[src/rtl/evt_stamp_pkg.sv]
package evt_stamp_pkg;
   typedef enum logic [1:0] {
      EDGE_RISE = 2'd0,
      EDGE_FALL = 2'd1,
      EDGE_BOTH = 2'd2
   } edge_mode_e;

   localparam int unsigned STAMP_FIELDS = 6;
endpackage

[src/rtl/evt_sync_filter.sv]
module evt_sync_filter #(
   parameter int unsigned SYNC_STAGES = 2,
   parameter int unsigned FILT_W      = 4
) (
   input  logic              clk,
   input  logic              rst_n,
   input  logic              raw_i,
   input  logic [FILT_W-1:0] filt_len_i,
   output logic              level_o
);
   logic [SYNC_STAGES-1:0] sync_q;
   logic                   synced;
   logic [FILT_W-1:0]      cnt_q;
   logic                   level_q;

   always_ff @(posedge clk or negedge rst_n) begin
      if (!rst_n) sync_q <= '0;
      else        sync_q <= {sync_q[SYNC_STAGES-2:0], raw_i};
   end

   assign synced = sync_q[SYNC_STAGES-1];

   // level follows the synchronized input once it has differed for filt_len+1 cycles
   always_ff @(posedge clk or negedge rst_n) begin
      if (!rst_n) begin
         cnt_q   <= '0;
         level_q <= 1'b0;
      end else if (synced == level_q) begin
         cnt_q <= '0;
      end else if (cnt_q >= filt_len_i) begin
         level_q <= synced;
         cnt_q   <= '0;
      end else begin
         cnt_q <= cnt_q + 1'b1;
      end
   end

   assign level_o = level_q;
endmodule

[src/rtl/evt_edge_detect.sv]
module evt_edge_detect
   import evt_stamp_pkg::*;
#(
   parameter edge_mode_e EDGE_MODE = EDGE_RISE
) (
   input  logic clk,
   input  logic rst_n,
   input  logic level_i,
   output logic pulse_o
);
   logic prev_q;

   always_ff @(posedge clk or negedge rst_n) begin
      if (!rst_n) prev_q <= 1'b0;
      else        prev_q <= level_i;
   end

   generate
      if (EDGE_MODE == EDGE_RISE) begin : g_rise
         assign pulse_o = level_i & ~prev_q;
      end else if (EDGE_MODE == EDGE_FALL) begin : g_fall
         assign pulse_o = ~level_i & prev_q;
      end else begin : g_both
         assign pulse_o = level_i ^ prev_q;
      end
   endgenerate
endmodule

[src/rtl/evt_stamp_regs.sv]
module evt_stamp_regs #(
   parameter int unsigned TIME_W = 48
) (
   input  logic              clk,
   input  logic              rst_n,
   input  logic              evt_i,
   input  logic              cap_en_i,
   input  logic              flag_clr_i,
   input  logic [TIME_W-1:0] live_time_i,
   input  logic              vlow_i,
   input  logic              vdet_i,
   output logic [TIME_W-1:0] cap_time_o,
   output logic              cap_vlow_o,
   output logic              cap_vdet_o,
   output logic              flag_o
);
   logic              flag_q;
   logic [TIME_W-1:0] time_q;
   logic              vlow_q;
   logic              vdet_q;
   logic              load;

   // an event may capture when the flag is free or is being cleared this cycle
   assign load = evt_i & cap_en_i & (~flag_q | flag_clr_i);

   always_ff @(posedge clk or negedge rst_n) begin
      if (!rst_n) begin
         flag_q <= 1'b0;
         time_q <= '0;
         vlow_q <= 1'b0;
         vdet_q <= 1'b0;
      end else begin
         flag_q <= evt_i | (flag_q & ~flag_clr_i);
         if (load) begin
            time_q <= live_time_i;
            vlow_q <= vlow_i;
            vdet_q <= vdet_i;
         end
      end
   end

   assign cap_time_o = time_q;
   assign cap_vlow_o = vlow_q;
   assign cap_vdet_o = vdet_q;
   assign flag_o     = flag_q;
endmodule

[src/rtl/evt_stamp_capture.sv]
module evt_stamp_capture
   import evt_stamp_pkg::*;
#(
   parameter int unsigned SYNC_STAGES = 2,
   parameter int unsigned FILT_W      = 4,
   parameter int unsigned FIELD_W     = 8,
   parameter edge_mode_e  EDGE_MODE   = EDGE_RISE,
   localparam int unsigned TIME_W     = FIELD_W * STAMP_FIELDS
) (
   input  logic              clk,
   input  logic              rst_n,
   input  logic              evt_in,
   input  logic [FILT_W-1:0] filt_len,
   input  logic [TIME_W-1:0] live_time,
   input  logic              stat_vlow,
   input  logic              stat_vdet,
   input  logic              wr_cap_en,
   input  logic              cap_en_val,
   input  logic              wr_irq_en,
   input  logic              irq_en_val,
   input  logic              flag_clr,
   output logic [TIME_W-1:0] cap_time,
   output logic              cap_vlow,
   output logic              cap_vdet,
   output logic              evt_flag,
   output logic              irq_pull_low
);
   generate
      if (SYNC_STAGES < 2) begin : g_bad_sync
         $error("SYNC_STAGES must be at least 2");
      end
      if (FILT_W < 1) begin : g_bad_filt
         $error("FILT_W must be at least 1");
      end
      if (FIELD_W < 1) begin : g_bad_field
         $error("FIELD_W must be at least 1");
      end
   endgenerate

   logic evt_level;
   logic evt_pulse;
   logic cap_en_q;
   logic ien_q;

   evt_sync_filter #(
      .SYNC_STAGES(SYNC_STAGES),
      .FILT_W     (FILT_W)
   ) u_filt (
      .clk       (clk),
      .rst_n     (rst_n),
      .raw_i     (evt_in),
      .filt_len_i(filt_len),
      .level_o   (evt_level)
   );

   evt_edge_detect #(
      .EDGE_MODE(EDGE_MODE)
   ) u_edge (
      .clk    (clk),
      .rst_n  (rst_n),
      .level_i(evt_level),
      .pulse_o(evt_pulse)
   );

   always_ff @(posedge clk or negedge rst_n) begin
      if (!rst_n) begin
         cap_en_q <= 1'b0;
         ien_q    <= 1'b0;
      end else begin
         if (wr_cap_en) cap_en_q <= cap_en_val;
         if (wr_irq_en) ien_q    <= irq_en_val;
      end
   end

   evt_stamp_regs #(
      .TIME_W(TIME_W)
   ) u_regs (
      .clk        (clk),
      .rst_n      (rst_n),
      .evt_i      (evt_pulse),
      .cap_en_i   (cap_en_q),
      .flag_clr_i (flag_clr),
      .live_time_i(live_time),
      .vlow_i     (stat_vlow),
      .vdet_i     (stat_vdet),
      .cap_time_o (cap_time),
      .cap_vlow_o (cap_vlow),
      .cap_vdet_o (cap_vdet),
      .flag_o     (evt_flag)
   );

   assign irq_pull_low = evt_flag & ien_q;
endmodule

[config.mk]
export PLATFORM = sky130hd
export DESIGN_NAME = evt_stamp_capture
export DESIGN_NICKNAME = d
export VERILOG_FILES = /design/src/rtl/evt_stamp_pkg.sv /design/src/rtl/evt_sync_filter.sv /design/src/rtl/evt_edge_detect.sv /design/src/rtl/evt_stamp_regs.sv /design/src/rtl/evt_stamp_capture.sv
export SDC_FILE = /design/constraint.sdc
export NUM_CORES = 1
export LEC_CHECK = 0
export BUFFER_PORTS_ARGS = -buffer_cell sky130_fd_sc_hd__buf_2
export CAP_MARGIN = 40
export CORE_MARGIN = 5
export CORE_UTILIZATION = 40
export CTS_CLUSTER_SIZE = 8
export DETAILED_ROUTE_END_ITERATION = 10
export PLACE_DENSITY_LB_ADDON = 0.12
export SLEW_MARGIN = 5
export SYNTH_ARGS = -nofsm -noshare
export SYNTH_HDL_FRONTEND = slang
export SYNTH_HIERARCHICAL = 1
export SYNTH_SLANG_ARGS = --single-unit
[constraint.sdc]
create_clock -name clk -period 2.1 [get_ports clk]
set_clock_uncertainty 0.1 [all_clocks]
set_input_delay 0.42 -clock clk [delete_from_list [all_inputs] [get_ports clk]]
set_output_delay 0.42 -clock clk [all_outputs]
set_load 0.01 [all_outputs]
==> metrics <==
number of levels in the clock H-tree 3; Post-Route Setup TNS 0 ns; warnings from Yosys 6; largest net degree at the start of global routing 62; number of design-rule violations left by the first detailed-router iteration 26; total of buffers placed on input and output ports 113; initial antenna violation count 0; detailed-placement wirelength estimate 3869 um; biggest cell delay along the critical path 0.40 ns; leading post-synthesis cells by cell area dfrtp_1 57%, mux2_4 30%, buf_12 3.7%, ha_1 2.3%, a2111oi_4 1.0%; number of synthesized flops with an enable pin 0; P per Cell Area 1532 nW/um^2; end of the worst register-to-register path u_filt/level_o; Root Buffer clkbuf_8; minimum setup slack among reg-to-reg paths 0.27 ns; height of the die 91.76 um; number of setup violations in the final report 0; worst slew margin relative to its limit 79.00%; diode insertion count for antenna repair 0; WL per Instance 15.14 um; post-synthesis instance total 149; Layout area overhead 31.45%; fmax 545.0 MHz; num ports 114; Leakage Power 1.836 nW; top-count cell post-synth dfrtp_1; drt pass-1 iters 4; Mapped Avg Cell Area 17.95 um^2; maximum count of clock buffers along a single path 2; status complete, no violations; TritonCTS clock tree built; Worst Hold Path EP u_filt/sync_q[0]; fraction of synthesis flops using an asynchronous set or reset pin 100.0%; CTS Buf Count 9; routed vias 1620; number of global-route vias before repair 1789; number of failing hold endpoints at the final stage 0; number of cells in the finished layout apart from fillers 354; prevailing post-synth register cell dfrtp_1; latest clock arrival within the worst-skew pair 0.32 ns; grt total ovfl 0; portion of the post-synthesis area used by sequential elements 57.09%; floorplan die area 8420 um^2; top cell types by occurrence after synthesis 61 x dfrtp_1, 53 x mux2_4, 6 x nor2_1; reported max-cap violation count 0; initial core utilization 41.63%; reg-to-reg startpoint u_filt/cnt_q[0]; All-Layer GR Usage 13.51%; Filler Cell Count 540; post-CTS clock slew at the launch and capture registers of the worst setup and hold paths 0.07 ns; type of element capturing the critical path flop; final net count 339; Slew @ Worst Pin 0.3150 ns; area inside the core boundary 6422 um^2; Placed Cells 337; maximum ir drop on the vdd rail 0.0007112 V; share of the clock period used by the worst path 87.37%; number of cells on the worst reg-to-reg path 6; layout cell share with drive strength beyond 1 68.59%; data required time of the critical path 2.21 ns; count of cells resized by post-cts repair 0; Post-DRT Antenna Nets 0; post-synthesis cell type count 18; hold path startpoint evt_in; maximum fanout along the worst path 4; hold slack 0.1022 ns; die outline width 91.76 um; via density per instance 4.576; unrepaired setup endpoints after global routing false; pre-CTS setup slack 0.1813 ns; Arrival @ worst endpoint 1.95 ns; smallest setup slack after layout 0.2652 ns; total DRC errors in the routed layout 0; cell accounting for the most synthesized area dfrtp_1; TritonCTS sink count 61; Synthesized Nets 216; post-synth top area share 57.09%; global-route wire length before repair 8866 um; critical setup path kind reg2reg; netlist area before placement 2674 um^2; Final GP Congestion 0.6974; post-synthesis register bit count 61; crit path cell chain inv_1, ha_1, nand2b_4, a2111oi_4, nor2_1, mux2_4; slowest library cell on the worst path dfrtp_1; minimum clock period 1.835 ns; Site Rows 29; Hold/Removal Path Class in2reg; final max-slew violation count 0; element type at the critical path start flop; Hold Crit Depth 1; Detailed Route WL 5361 um
==> layout make-up <==
type,instances,area [um^2],area share [%]
sequential,61,1526,43.43
multi-input combinational,77,1017,28.94
timing repair buffer,118,630.6,17.94
clock buffer,12,155.1,4.414
tap,77,96.34,2.741
clock inverter,4,70.07,1.994
inverter,5,18.77,0.5340
==> how the worst max path moves through the flow <==
stage	to	slack, ns	depth (start not counted)	startpoint
2_1_floorplan	u_filt/level_o	0.32	5	filt_len[0]
3_3_place_gp	u_filt/level_o	0.18	6	filt_len[0]
3_5_place_dp	u_filt/level_o	0.18	6	filt_len[0]
4_1_cts	u_filt/level_o	0.26	6	u_filt/cnt_q[0]
5_1_grt	u_filt/level_o	0.18	6	u_filt/cnt_q[0]
6_report	u_filt/level_o	0.27	6	u_filt/cnt_q[0]
==> layer usage <==
metal  GRT usage (%)  vias to the layer above  wire length (um)
li1                -                      751                 -
met1           17.34                      793              2244
met2           20.33                       66              2600
met3           4.173                       10               402
met4           7.550                        0               115
met5               0                        -                 0
==> what timing repair did <==
action | CTS | global route
buffers inserted | 0 | 0
endpoints found under the setup margin | 0 | 0
endpoints found under the hold margin | 18 | 0
hold buffers | 1 | 0
==> cell families (layout without fill, tap and decap cells) <==
family | after synthesis | in the layout | synth area share (%)
and+or+nand+nor | 13 | 13 | 3.463
muxes | 53 | 53 | 29.76
adders and majority gates | 5 | 5 | 2.340
buffers and inverters | 11 | 139 | 4.867
DFF | 61 | 61 | 57.09
AOI/OAI and AO/OA | 3 | 3 | 1.497
xor gates and xnor gates | 3 | 3 | 0.9829
==> placed cells by master (no fill, tap or decap), types with 2 or more instances in the layout <==
master	instances
buf_2	113
dfrtp_1	61
mux2_4	53
clkbuf_8	11
nor2_1	6
inv_1	5
ha_1	5
bufinv_16	2
clkinv_2	2
buf_12	2
nand2b_4	2
xor2_1	2
buf_4	2
==> critical path: cells and delay by family (launching register included) <==
| kind | cells | cell delay (ns) |
|---|---|---|
| flops | 1 | 0.40 |
| compound gates | 1 | 0.35 |
| mux | 1 | 0.30 |
| fa+ha+maj | 1 | 0.26 |
| simple gates | 2 | 0.25 |
| buf+inv | 1 | 0.06 |
==> per-stage QoR <==
stage | utilization [%] | cell area (um^2) | total power (W)
floorplan | - | 2674 | 0.003561
global placement | 51.06 | 3279 | 0.004243
detailed placement | 51.06 | 3279 | 0.004264
CTS | 54.72 | 3515 | 0.005479
global route | 54.72 | 3515 | 0.005729
finish | 54.72 | 3515 | 0.005383
==> report_power, final <==
group,internal (W),switching [W],total [W],leakage (nW)
sequential,0.00173,0.000307,0.00203,0.731
combinational,0.00132,0.000864,0.00219,0.989
clock,0.000730,0.000431,0.00116,0.116
total,0.00378,0.00160,0.00538,1.84
==> registers in the layout, summed over array words and instances, names as in the netlist <==
register,cells
u_regs/flag_o,1
ien_q,1
u_regs/cap_time_o,48
u_regs/cap_vlow_o,1
u_edge/prev_q,1
cap_en_q,1
u_filt/level_o,1
u_regs/cap_vdet_o,1
u_filt/cnt_q,4
u_filt/sync_q,2
Power figures use the tool's default switching activity.
